==> src/rtl/xfer_ready_pkg.sv <==
package xfer_ready_pkg;

    localparam int TRIG_W = 8;
    localparam logic [1:0] MF_SEL_RXRDY = 2'b10;

    typedef enum logic [1:0] {
        MODE_HOLD  = 2'd0,
        MODE_CHAR  = 2'd1,
        MODE_BLOCK = 2'd2
    } rdy_mode_e;

    typedef struct packed {
        logic              fifo_en;
        logic              block_mode;
        logic [TRIG_W-1:0] rx_trig;
        logic [1:0]        mf_sel;
    } rdy_cfg_t;

    typedef struct packed {
        logic push_ok;
        logic pop_ok;
        logic ovf;
        logic unf;
    } fifo_op_t;

    function automatic rdy_mode_e decode_mode(logic en, logic blk);
        if (!en)
            return MODE_HOLD;
        else if (blk)
            return MODE_BLOCK;
        else
            return MODE_CHAR;
    endfunction

    function automatic logic [TRIG_W-1:0] eff_trig(logic [TRIG_W-1:0] t);
        return (t == '0) ? TRIG_W'(1) : t;
    endfunction

endpackage

==> src/rtl/xfer_byte_queue.sv <==
module xfer_byte_queue
    import xfer_ready_pkg::*;
#(
    parameter int DEPTH  = 128,
    parameter int DATA_W = 8,
    localparam int PTR_W = $clog2(DEPTH),
    localparam int LVL_W = $clog2(DEPTH + 1)
) (
    input  logic              clk,
    input  logic              rst,
    input  logic              flush,
    input  logic              single,
    input  logic              push,
    input  logic [DATA_W-1:0] wdata,
    input  logic              pop,
    output logic [DATA_W-1:0] rdata,
    output logic [LVL_W-1:0]  level,
    output logic              ovf,
    output logic              unf
);

    logic [DATA_W-1:0] mem [DEPTH];
    logic [PTR_W-1:0]  wr_ptr, rd_ptr;
    logic [LVL_W-1:0]  cap;
    fifo_op_t          op;

    function automatic logic [PTR_W-1:0] bump(logic [PTR_W-1:0] p);
        return (p == PTR_W'(DEPTH - 1)) ? '0 : p + PTR_W'(1);
    endfunction

    always_comb begin
        cap        = single ? LVL_W'(1) : LVL_W'(DEPTH);
        op.pop_ok  = pop && (level != '0) && !flush;
        op.unf     = pop && (level == '0) && !flush;
        op.push_ok = push && (level < cap) && !flush;
        op.ovf     = push && (level >= cap) && !flush;
    end

    always_ff @(posedge clk) begin
        if (rst || flush) begin
            wr_ptr <= '0;
            rd_ptr <= '0;
            level  <= '0;
            ovf    <= 1'b0;
            unf    <= 1'b0;
        end else begin
            ovf <= op.ovf;
            unf <= op.unf;
            if (op.push_ok) wr_ptr <= bump(wr_ptr);
            if (op.pop_ok)  rd_ptr <= bump(rd_ptr);
            case ({op.push_ok, op.pop_ok})
                2'b10:   level <= level + LVL_W'(1);
                2'b01:   level <= level - LVL_W'(1);
                default: level <= level;
            endcase
        end
    end

    always_ff @(posedge clk) begin
        if (op.push_ok) mem[wr_ptr] <= wdata;
    end

    assign rdata = mem[rd_ptr];

endmodule

==> src/rtl/xfer_ready_logic.sv <==
module xfer_ready_logic
    import xfer_ready_pkg::*;
#(
    parameter int DEPTH  = 128,
    localparam int LVL_W = $clog2(DEPTH + 1)
) (
    input  logic             clk,
    input  logic             rst,
    input  rdy_cfg_t         cfg,
    input  logic             rx_timeout,
    input  logic [LVL_W-1:0] tx_level,
    input  logic [LVL_W-1:0] rx_level,
    output logic             tx_rdy_n,
    output logic             rx_rdy_n,
    output logic             mf_n
);

    rdy_mode_e mode;
    logic      blk_latch;
    logic      rx_hit;

    always_comb begin
        mode   = decode_mode(cfg.fifo_en, cfg.block_mode);
        rx_hit = (int'(rx_level) >= int'(eff_trig(cfg.rx_trig))) || rx_timeout;
    end

    always_ff @(posedge clk) begin
        if (rst || mode != MODE_BLOCK || rx_level == '0)
            blk_latch <= 1'b0;
        else if (rx_hit)
            blk_latch <= 1'b1;
    end

    always_comb begin
        unique case (mode)
            MODE_BLOCK: begin
                tx_rdy_n = (tx_level == LVL_W'(DEPTH));
                rx_rdy_n = !blk_latch;
            end
            default: begin
                tx_rdy_n = (tx_level != '0);
                rx_rdy_n = (rx_level == '0);
            end
        endcase
        mf_n = (cfg.mf_sel == MF_SEL_RXRDY) ? rx_rdy_n : 1'b1;
    end

endmodule

==> src/rtl/xfer_ready_unit.sv <==
module xfer_ready_unit
    import xfer_ready_pkg::*;
#(
    parameter int DEPTH  = 128,
    parameter int DATA_W = 8,
    localparam int LVL_W = $clog2(DEPTH + 1)
) (
    input  logic              clk,
    input  logic              rst,
    input  logic              cfg_fifo_en,
    input  logic              cfg_block_mode,
    input  logic [TRIG_W-1:0] cfg_rx_trig,
    input  logic [1:0]        cfg_mf_sel,
    input  logic              rx_timeout,
    input  logic              tx_push,
    input  logic [DATA_W-1:0] tx_wdata,
    input  logic              tx_pop,
    output logic [DATA_W-1:0] tx_rdata,
    input  logic              rx_push,
    input  logic [DATA_W-1:0] rx_wdata,
    input  logic              rx_pop,
    output logic [DATA_W-1:0] rx_rdata,
    output logic [LVL_W-1:0]  tx_level,
    output logic [LVL_W-1:0]  rx_level,
    output logic              tx_ovf,
    output logic              tx_unf,
    output logic              rx_ovf,
    output logic              rx_unf,
    output logic              tx_rdy_n,
    output logic              rx_rdy_n,
    output logic              mf_n
);

    localparam int NQ = 2;

    rdy_cfg_t          cfg;
    logic              en_q;
    logic              flush;
    logic              q_push  [NQ];
    logic              q_pop   [NQ];
    logic [DATA_W-1:0] q_wdata [NQ];
    logic [DATA_W-1:0] q_rdata [NQ];
    logic [LVL_W-1:0]  q_level [NQ];
    logic              q_ovf   [NQ];
    logic              q_unf   [NQ];

    always_comb begin
        cfg.fifo_en    = cfg_fifo_en;
        cfg.block_mode = cfg_block_mode;
        cfg.rx_trig    = cfg_rx_trig;
        cfg.mf_sel     = cfg_mf_sel;
        flush          = en_q && !cfg_fifo_en;
        q_push[0]  = tx_push;  q_pop[0] = tx_pop;  q_wdata[0] = tx_wdata;
        q_push[1]  = rx_push;  q_pop[1] = rx_pop;  q_wdata[1] = rx_wdata;
    end

    always_ff @(posedge clk) begin
        if (rst) en_q <= 1'b0;
        else     en_q <= cfg_fifo_en;
    end

    for (genvar g = 0; g < NQ; g++) begin : g_queue
        xfer_byte_queue #(.DEPTH(DEPTH), .DATA_W(DATA_W)) u_q (
            .clk    (clk),
            .rst    (rst),
            .flush  (flush),
            .single (!cfg_fifo_en),
            .push   (q_push[g]),
            .wdata  (q_wdata[g]),
            .pop    (q_pop[g]),
            .rdata  (q_rdata[g]),
            .level  (q_level[g]),
            .ovf    (q_ovf[g]),
            .unf    (q_unf[g])
        );
    end

    assign tx_rdata = q_rdata[0];
    assign rx_rdata = q_rdata[1];
    assign tx_level = q_level[0];
    assign rx_level = q_level[1];
    assign tx_ovf   = q_ovf[0];
    assign tx_unf   = q_unf[0];
    assign rx_ovf   = q_ovf[1];
    assign rx_unf   = q_unf[1];

    xfer_ready_logic #(.DEPTH(DEPTH)) u_rdy (
        .clk        (clk),
        .rst        (rst),
        .cfg        (cfg),
        .rx_timeout (rx_timeout),
        .tx_level   (q_level[0]),
        .rx_level   (q_level[1]),
        .tx_rdy_n   (tx_rdy_n),
        .rx_rdy_n   (rx_rdy_n),
        .mf_n       (mf_n)
    );

endmodule

==> config.mk <==
export PLATFORM = sky130hd
export DESIGN_NAME = xfer_ready_unit
export DESIGN_NICKNAME = d
export VERILOG_FILES = /design/src/rtl/xfer_ready_pkg.sv /design/src/rtl/xfer_byte_queue.sv /design/src/rtl/xfer_ready_logic.sv /design/src/rtl/xfer_ready_unit.sv
export SDC_FILE = /design/constraint.sdc
export NUM_CORES = 2
export LEC_CHECK = 0
export BUFFER_PORTS_ARGS = -buffer_cell sky130_fd_sc_hd__buf_2
export CORE_ASPECT_RATIO = 0.5
export CORE_UTILIZATION = 55
export DETAILED_ROUTE_END_ITERATION = 10
export PLACE_DENSITY = 0.74
export RECOVER_POWER = 50
export SKIP_CTS_REPAIR_TIMING = 1
export SYNTH_ARGS = -nofsm -noshare
export SYNTH_HDL_FRONTEND = slang
export SYNTH_SLANG_ARGS = --single-unit
==> constraint.sdc <==
create_clock -name clk -period 3.85 [get_ports clk]
set_input_delay 0.1925 -clock clk [delete_from_list [all_inputs] [get_ports clk]]
set_output_delay 0.1925 -clock clk [all_outputs]
set_load 0.005 [all_outputs]
# Word level (Yosys, flattened, before mapping)
# Memories as Yosys holds them, arrays and structs flattened. A register that Yosys moved wholly into a read port is not among the register bits.
# Index checks and enable logic that the tools add are counted.
[word_totals]
ff_bits = 50
latch_bits = 0
ramBits = 2048
romBits = 0
in_bits = 35
out_inout_bits = 39
word_cells = 91
mem_count = 2
[classes]
addsub = 8
mul = 0
n_div = 0
magnitude_cmp = 5
n_eq_ne = 12
n_shift = 0
n_mux = 21
bitwise = 0
n_reduce_logical = 31
[memory_table]
columns = ["memory", "depth", "word_bits", "rd", "rd_clocked_by_memory_dff", "write_ports", "line", "source"]
rows = [
  ["g_queue[0].u_q.mem", 128, 8, 1, 1, 1, "xfer_byte_queue.sv:22", "logic [DATA_W-1:0] mem [DEPTH];"],
  ["g_queue[1].u_q.mem", 128, 8, 1, 1, 1, "xfer_byte_queue.sv:22", ""],
]
[op_table]
columns = ["op", "count"]
rows = [
  ["$mux 7", 8],
  ["$pmux 8 s2", 2],
  ["$add 7x1->7 const B", 4],
  ["$eq 7x7->1 const B", 4],
  ["$ge 8x8->1", 3],
  ["$logic_not 8->1", 3],
  ["$logic_and 1x1->1", 17],
  ["$add 8x1->8 const B", 2],
  ["$lt 8x8->1", 2],
  ["$mux 8", 2],
  ["$reduce_bool 8->1", 2],
  ["$sub 8x1->8 const B", 2],
  ["$eq 2x2->1 const B", 4],
  ["$eq 8x8->1 const B", 1],
  ["$mux 1", 7],
  ["$eq 2x1->1 const B", 2],
  ["$logic_or 1x1->1", 4],
  ["$mux 2", 2],
  ["$reduce_bool 2->1", 2],
  ["$logic_not 1->1", 3],
  ["$ne 2x2->1 const B", 1],
]

# Longest topological paths before layout
[depth]
depth_word = 6
mapped_depth = 17
depth_no_buf = 15

# By module
# Synthesis repeated with hierarchy kept, for this count alone.
[hier_totals]
hier_cells = 3928
hier_area_um2 = 82342.7
[modules_own_cells]
columns = ["mod", "instances", "cells_each", "area_each_um2", "seq_area_each_um2"]
rows = [
  ["xfer_byte_queue at g_queue[1].u_q", 1, 1802, 40999.3, 31370.1],
  ["xfer_byte_queue at g_queue[0].u_q", 1, 2079, 40980.6, 31370.1],
  ["xfer_ready_logic", 1, 43, 324.1, 20.0],
  ["xfer_ready_unit", 1, 4, 38.8, 20.0],
]

# Least setup slack after synthesis
# Ideal clock, no wire load.
[synth_path]
path_kind = "reg2reg"
startpoint = "register g_queue[0].u_q.level[1]"
endpoint = "register g_queue[0].u_q.level[4]"
setup_ns = 0.071
arrival_ns = 3.774
required_ns = 3.779
slack_ns = 0.005
stages_incl_launch_ff = 15
n_path_buf = 2
synth_period_minus_slack_ns = 3.845
path_cell_list = "dfxtp_1 buf_6 or4_4 o41ai_1 nor2_1 ha_1 buf_1 xor2_1 ha_1 a21oi_1 o21ai_0 a221o_1 xnor2_1 or3_1 a21oi_1"
[synth_between]
elab_chain_len = 5
elab_cells_between_ends = 12
cone_classes = "2 x add/sub; 1 x order compare; 2 x eq/ne; 1 x mux; 6 x reduce/logical"
[synth_lines]
columns = ["item", "line", "source"]
rows = [
  ["start, declared", "xfer_byte_queue.sv:17", "output logic [LVL_W-1:0] level,"],
  ["start signal, assigned", "xfer_byte_queue.sv:52", "2'b10: level <= level + LVL_W'(1);"],
  ["start signal, assigned", "xfer_byte_queue.sv:53", "2'b01: level <= level - LVL_W'(1);"],
  ["start signal, assigned", "xfer_byte_queue.sv:54", "default: level <= level;"],
  ["$lt 8x8->1 / $reduce_bool 8->1 (equally long branches)", "xfer_byte_queue.sv:35, xfer_byte_queue.sv:33", ""],
  ["$logic_and 1x1->1 (on tied branches) (2 in series)", "xfer_byte_queue.sv:35, xfer_byte_queue.sv:33", ""],
  ["$eq 2x1->1 / $eq 2x2->1 (equally long branches)", "xfer_byte_queue.sv:51", "case ({op.push_ok, op.pop_ok})"],
  ["$pmux 8 s2 / $reduce_bool 2->1 (equally long branches)", "-", ""],
]
# Several ways; a longest one is shown, not always the timed one.
# A chain may end at the register's enable or synchronous reset.

==> flow_summary.yaml <==
floorplan:
  rows: 99
  initial_core_util_pct: 55.9
  ios: 74
  die_w_um: 549
  die_area_um2: 151000
  die_h_um: 275
  core-area_um2: 147000
synth:
  yosys_warnings: 0
  synthCells: 4171
  synth_edf_count: 2048
  yosys_register_bits: 2112
  synth.distinct_cells: 63
  synth_flop_cell: "edfxtp_1"
  async_reset_ff_share_pct: 0
  synth.avg_cell_area_um2: 19.7
  syn-cell-area_um2: 82200
  syn_nets: 4229
  seq_area_frac_synth_pct: 76.4
setup_path:
  worst-path-max-fanout: 24
  path_depth: 11
  rr_startpoint: "g_queue[0].u_q.level[2]$_SDFFE_PP0P_"
  critical_path.top_delay_family: "compound AO/OA/AOI/OAI gates"
  cp-endpoint: "tx_rdata[5]"
  cpMostUsedCell: "buf_4"
  r2r_slack_ns: 0.27
  end_kind: "primary output"
  worst-endpoint-required_ns: 3.66
  path_class: "flop to primary output"
  crit_buf_inv: 5
  r2r-end: "g_queue[0].u_q.level[4]$_SDFFE_PP0P_"
  path_cells: "buf_12, buf_8, nand2_1, buf_4, o22ai_1, a221o_1, o21ai_0, nor2_1, o221ai_1, buf_4, buf_2"
  ff2ff_path_depth: 13
  cpMaxStageDelayCell: "o21ai_0"
  critical_path_arrival_ns: 3.72
  start_kind: "flop"
  max_stage_delay_ns: 0.45
finish:
  fin_nets: 4531
  final_area_um2: 92300
  final_cell_mix: "edfxtp_1 (2,048), mux4_2 (384), nor2_1 (342)"
  seq_area_um2: 62800
  mostFrequentLayoutCell: "edfxtp_1"
  multi_input_comb_area_um2: 18700
  fillers: 9649
  drive_gt1_share_pct: 25.1
  layout-area-overhead-vs-synth_pct: 12.3
pwr:
  leakagePower_nw: 28.2
  finalPower_mw: 49.6
  ir_worst_vdd_mv: 0.343
  power_density_nw_per_um2: 538
detailed_routing:
  ant_nets: 0
  via_count: 42245
  dr.pass1.iters: 6
  wl_per_cell_um: 28.5
  drt-total-wl_um: 187000
  initialDrtViolationCount: 5638
  route.detailed.drc: 0
  via_per_inst: 6.43
timing:
  slew_headroom_pct: -187
  skew_ns: 0.0443
  worst_slew_pin_slew_ns: 4.30
  fmax_mhz: 255
  fin_crit_sh_pct: 102
  final_hold_viol_count: 0
  finalSetupViolations: 1
  period_needed_ns: 3.91
  tns_ns: -0.0642
  slew_violations: 1585
  whs_ns: 0.130
  layout_setup_ws_ns: -0.0642
clocking:
  cts_buffer_depth: 4
  cts_tree: "built"
  cts.sinks: 2112
  clk_pin_slew_ns: 0.07
  numCtsBuffers: 184
  clock_tree.htree_level_count: 4
  cts-root-buf: "clkbuf_16"
  clk_latency_ns: 0.80
placement:
  dpl_cell_area_um2: 86200
  place_ws_ns: 0.195
  gp_congestion: 0.857
  dp_hpwl_um: 111000
  portBuffers: 73
grt:
  grt_max_degree: 110
  grt_pass1_wl_um: 274000
  grt_overflow_total: 0
  antenna_found_initial: 3
  grt_pass1_vias: 41854
  grt_usage_pct: 24.6
outcome:
  violations: "max-capacitance violations, max-slew violations, negative setup slack"
  outcome: "finished, violations left"
min_path:
  hold_class: "input port to flop"
  hold-path-cell-count: 5
job:
  max-cap-violations: 20
-- cell type report --
| type | instances | share of cell area, % |
|---|---|---|
| flip-flops and latches | 2112 | 68.0 |
| inverters | 19 | 0.0772 |
| clock buffers | 231 | 5.29 |
| multi-input cells | 1795 | 20.3 |
| clock inverters | 77 | 0.522 |
| diodes | 1 | 0.00271 |
| well taps | 1969 | 2.67 |
| repair buffers | 361 | 3.17 |
-- kinds of logic after synthesis --
group | Yosys count | share of synthesized area, %
xor gates and xnor gates | 32 | 0.341
DFF | 2112 | 76.4
muxes | 644 | 13.9
adders and majority gates | 23 | 0.350
buffers and inverters | 266 | 1.32
and+or+nand+nor | 567 | 3.12
AOI/OAI and AO/OA | 527 | 4.63
-- registers in the layout, indices dropped and copies added (netlist names), named ones only --
signal	count
u_rdy.blk_latch	1
g_queue.u_q.rd_ptr	14
g_queue.u_q.unf	2
en_q	1
g_queue.u_q.level	16
g_queue.u_q.ovf	2
g_queue.u_q.wr_ptr	14
g_queue.u_q.mem	2048
-- metrics by stage --
stage                     utilization (%)  instances
after floorplan                         -       4171
after global placement               58.6       6213
after detailed placement             58.6       6213
after CTS                            62.3       6521
after global routing                 62.8       6564
final                                62.8       6565
-- synth_stat cells, types with 3 or more instances --
cell type,instances,area [um^2]
nand2_1,55,206
mux4_2,384,8650
a22oi_1,163,1220
nor2_1,346,1300
a22o_1,34,298
clkbuf_1,139,522
o22ai_1,49,307
inv_1,19,71.3
nand2b_1,9,56.3
xor2_1,18,158
nand4b_1,3,26.3
or3b_2,4,35.0
edfxtp_1,2048,61500
nand4_1,11,68.8
and2_1,6,37.5
a31oi_1,4,25.0
o221ai_1,49,429
buf_2,55,275
or3_1,12,75.1
mux2i_1,131,1310
a221o_1,33,330
and3_1,8,50.1
or4_1,3,22.5
o21ai_0,85,425
mux2_2,129,1450
nor2b_1,24,150
nand3b_1,9,67.6
a21oi_1,56,280
nor3_1,22,110
nand3_1,27,135
nor4_1,5,31.3
dfxtp_1,64,1280
ha_1,23,288
and3b_1,3,26.3
nor3b_1,4,30.0
a221oi_1,33,289
buf_1,51,191
xnor2_1,14,123
or2_2,8,50.1
-- per-layer routing --
| metal | GRT usage, % | part of all wire [%] | vias to the layer above | wire length, um |
|---|---|---|---|---|
| met4 | 6.51 | 2.8 | 6 | 5220 |
| met3 | 4.42 | 9.6 | 365 | 17900 |
| li1 | - | - | 17804 | - |
| met2 | 39.2 | 48 | 2242 | 89100 |
| met5 | 0 | 0.021 | - | 39 |
| met1 | 35.6 | 40 | 21828 | 74700 |
-- how the worst min path moves through the flow --
stage	start	to	slack, ns
6_report	cfg_fifo_en	g_queue[0].u_q.ovf$_SDFF_PP0_	0.13
5_1_grt	tx_push	g_queue[0].u_q.ovf$_SDFF_PP0_	0.16
3_3_place_gp	rst	en_q$_SDFF_PP0_	0.43
4_1_cts	tx_push	g_queue[0].u_q.ovf$_SDFF_PP0_	-0.43
3_5_place_dp	tx_push	g_queue[0].u_q.ovf$_SDFF_PP0_	0.43
2_1_floorplan	rst	en_q$_SDFF_PP0_	0.26
-- worst reg2reg max path, cell delays in order (launching register included) --
cell and delay (ns):
dfxtp_1 0.42, or4_4 0.58, o41ai_1 0.28, buf_4 0.19
nor2_1 0.11, ha_1 0.28, xor2_1 0.15, ha_1 0.21
a21oi_2 0.20, o21ai_0 0.14, a221o_1 0.34, xnor2_1 0.15
or3_1 0.31, a21oi_1 0.14
-- report_power, final --
group	internal (mW)	leakage [nW]	total [mW]	switching [mW]
clock	9.21	2.64	17.1	7.92
combinational	3.07	6.66	6.86	3.79
sequential	25.4	18.9	25.7	0.232
Note: power is estimated with default switching activity, not from simulation.
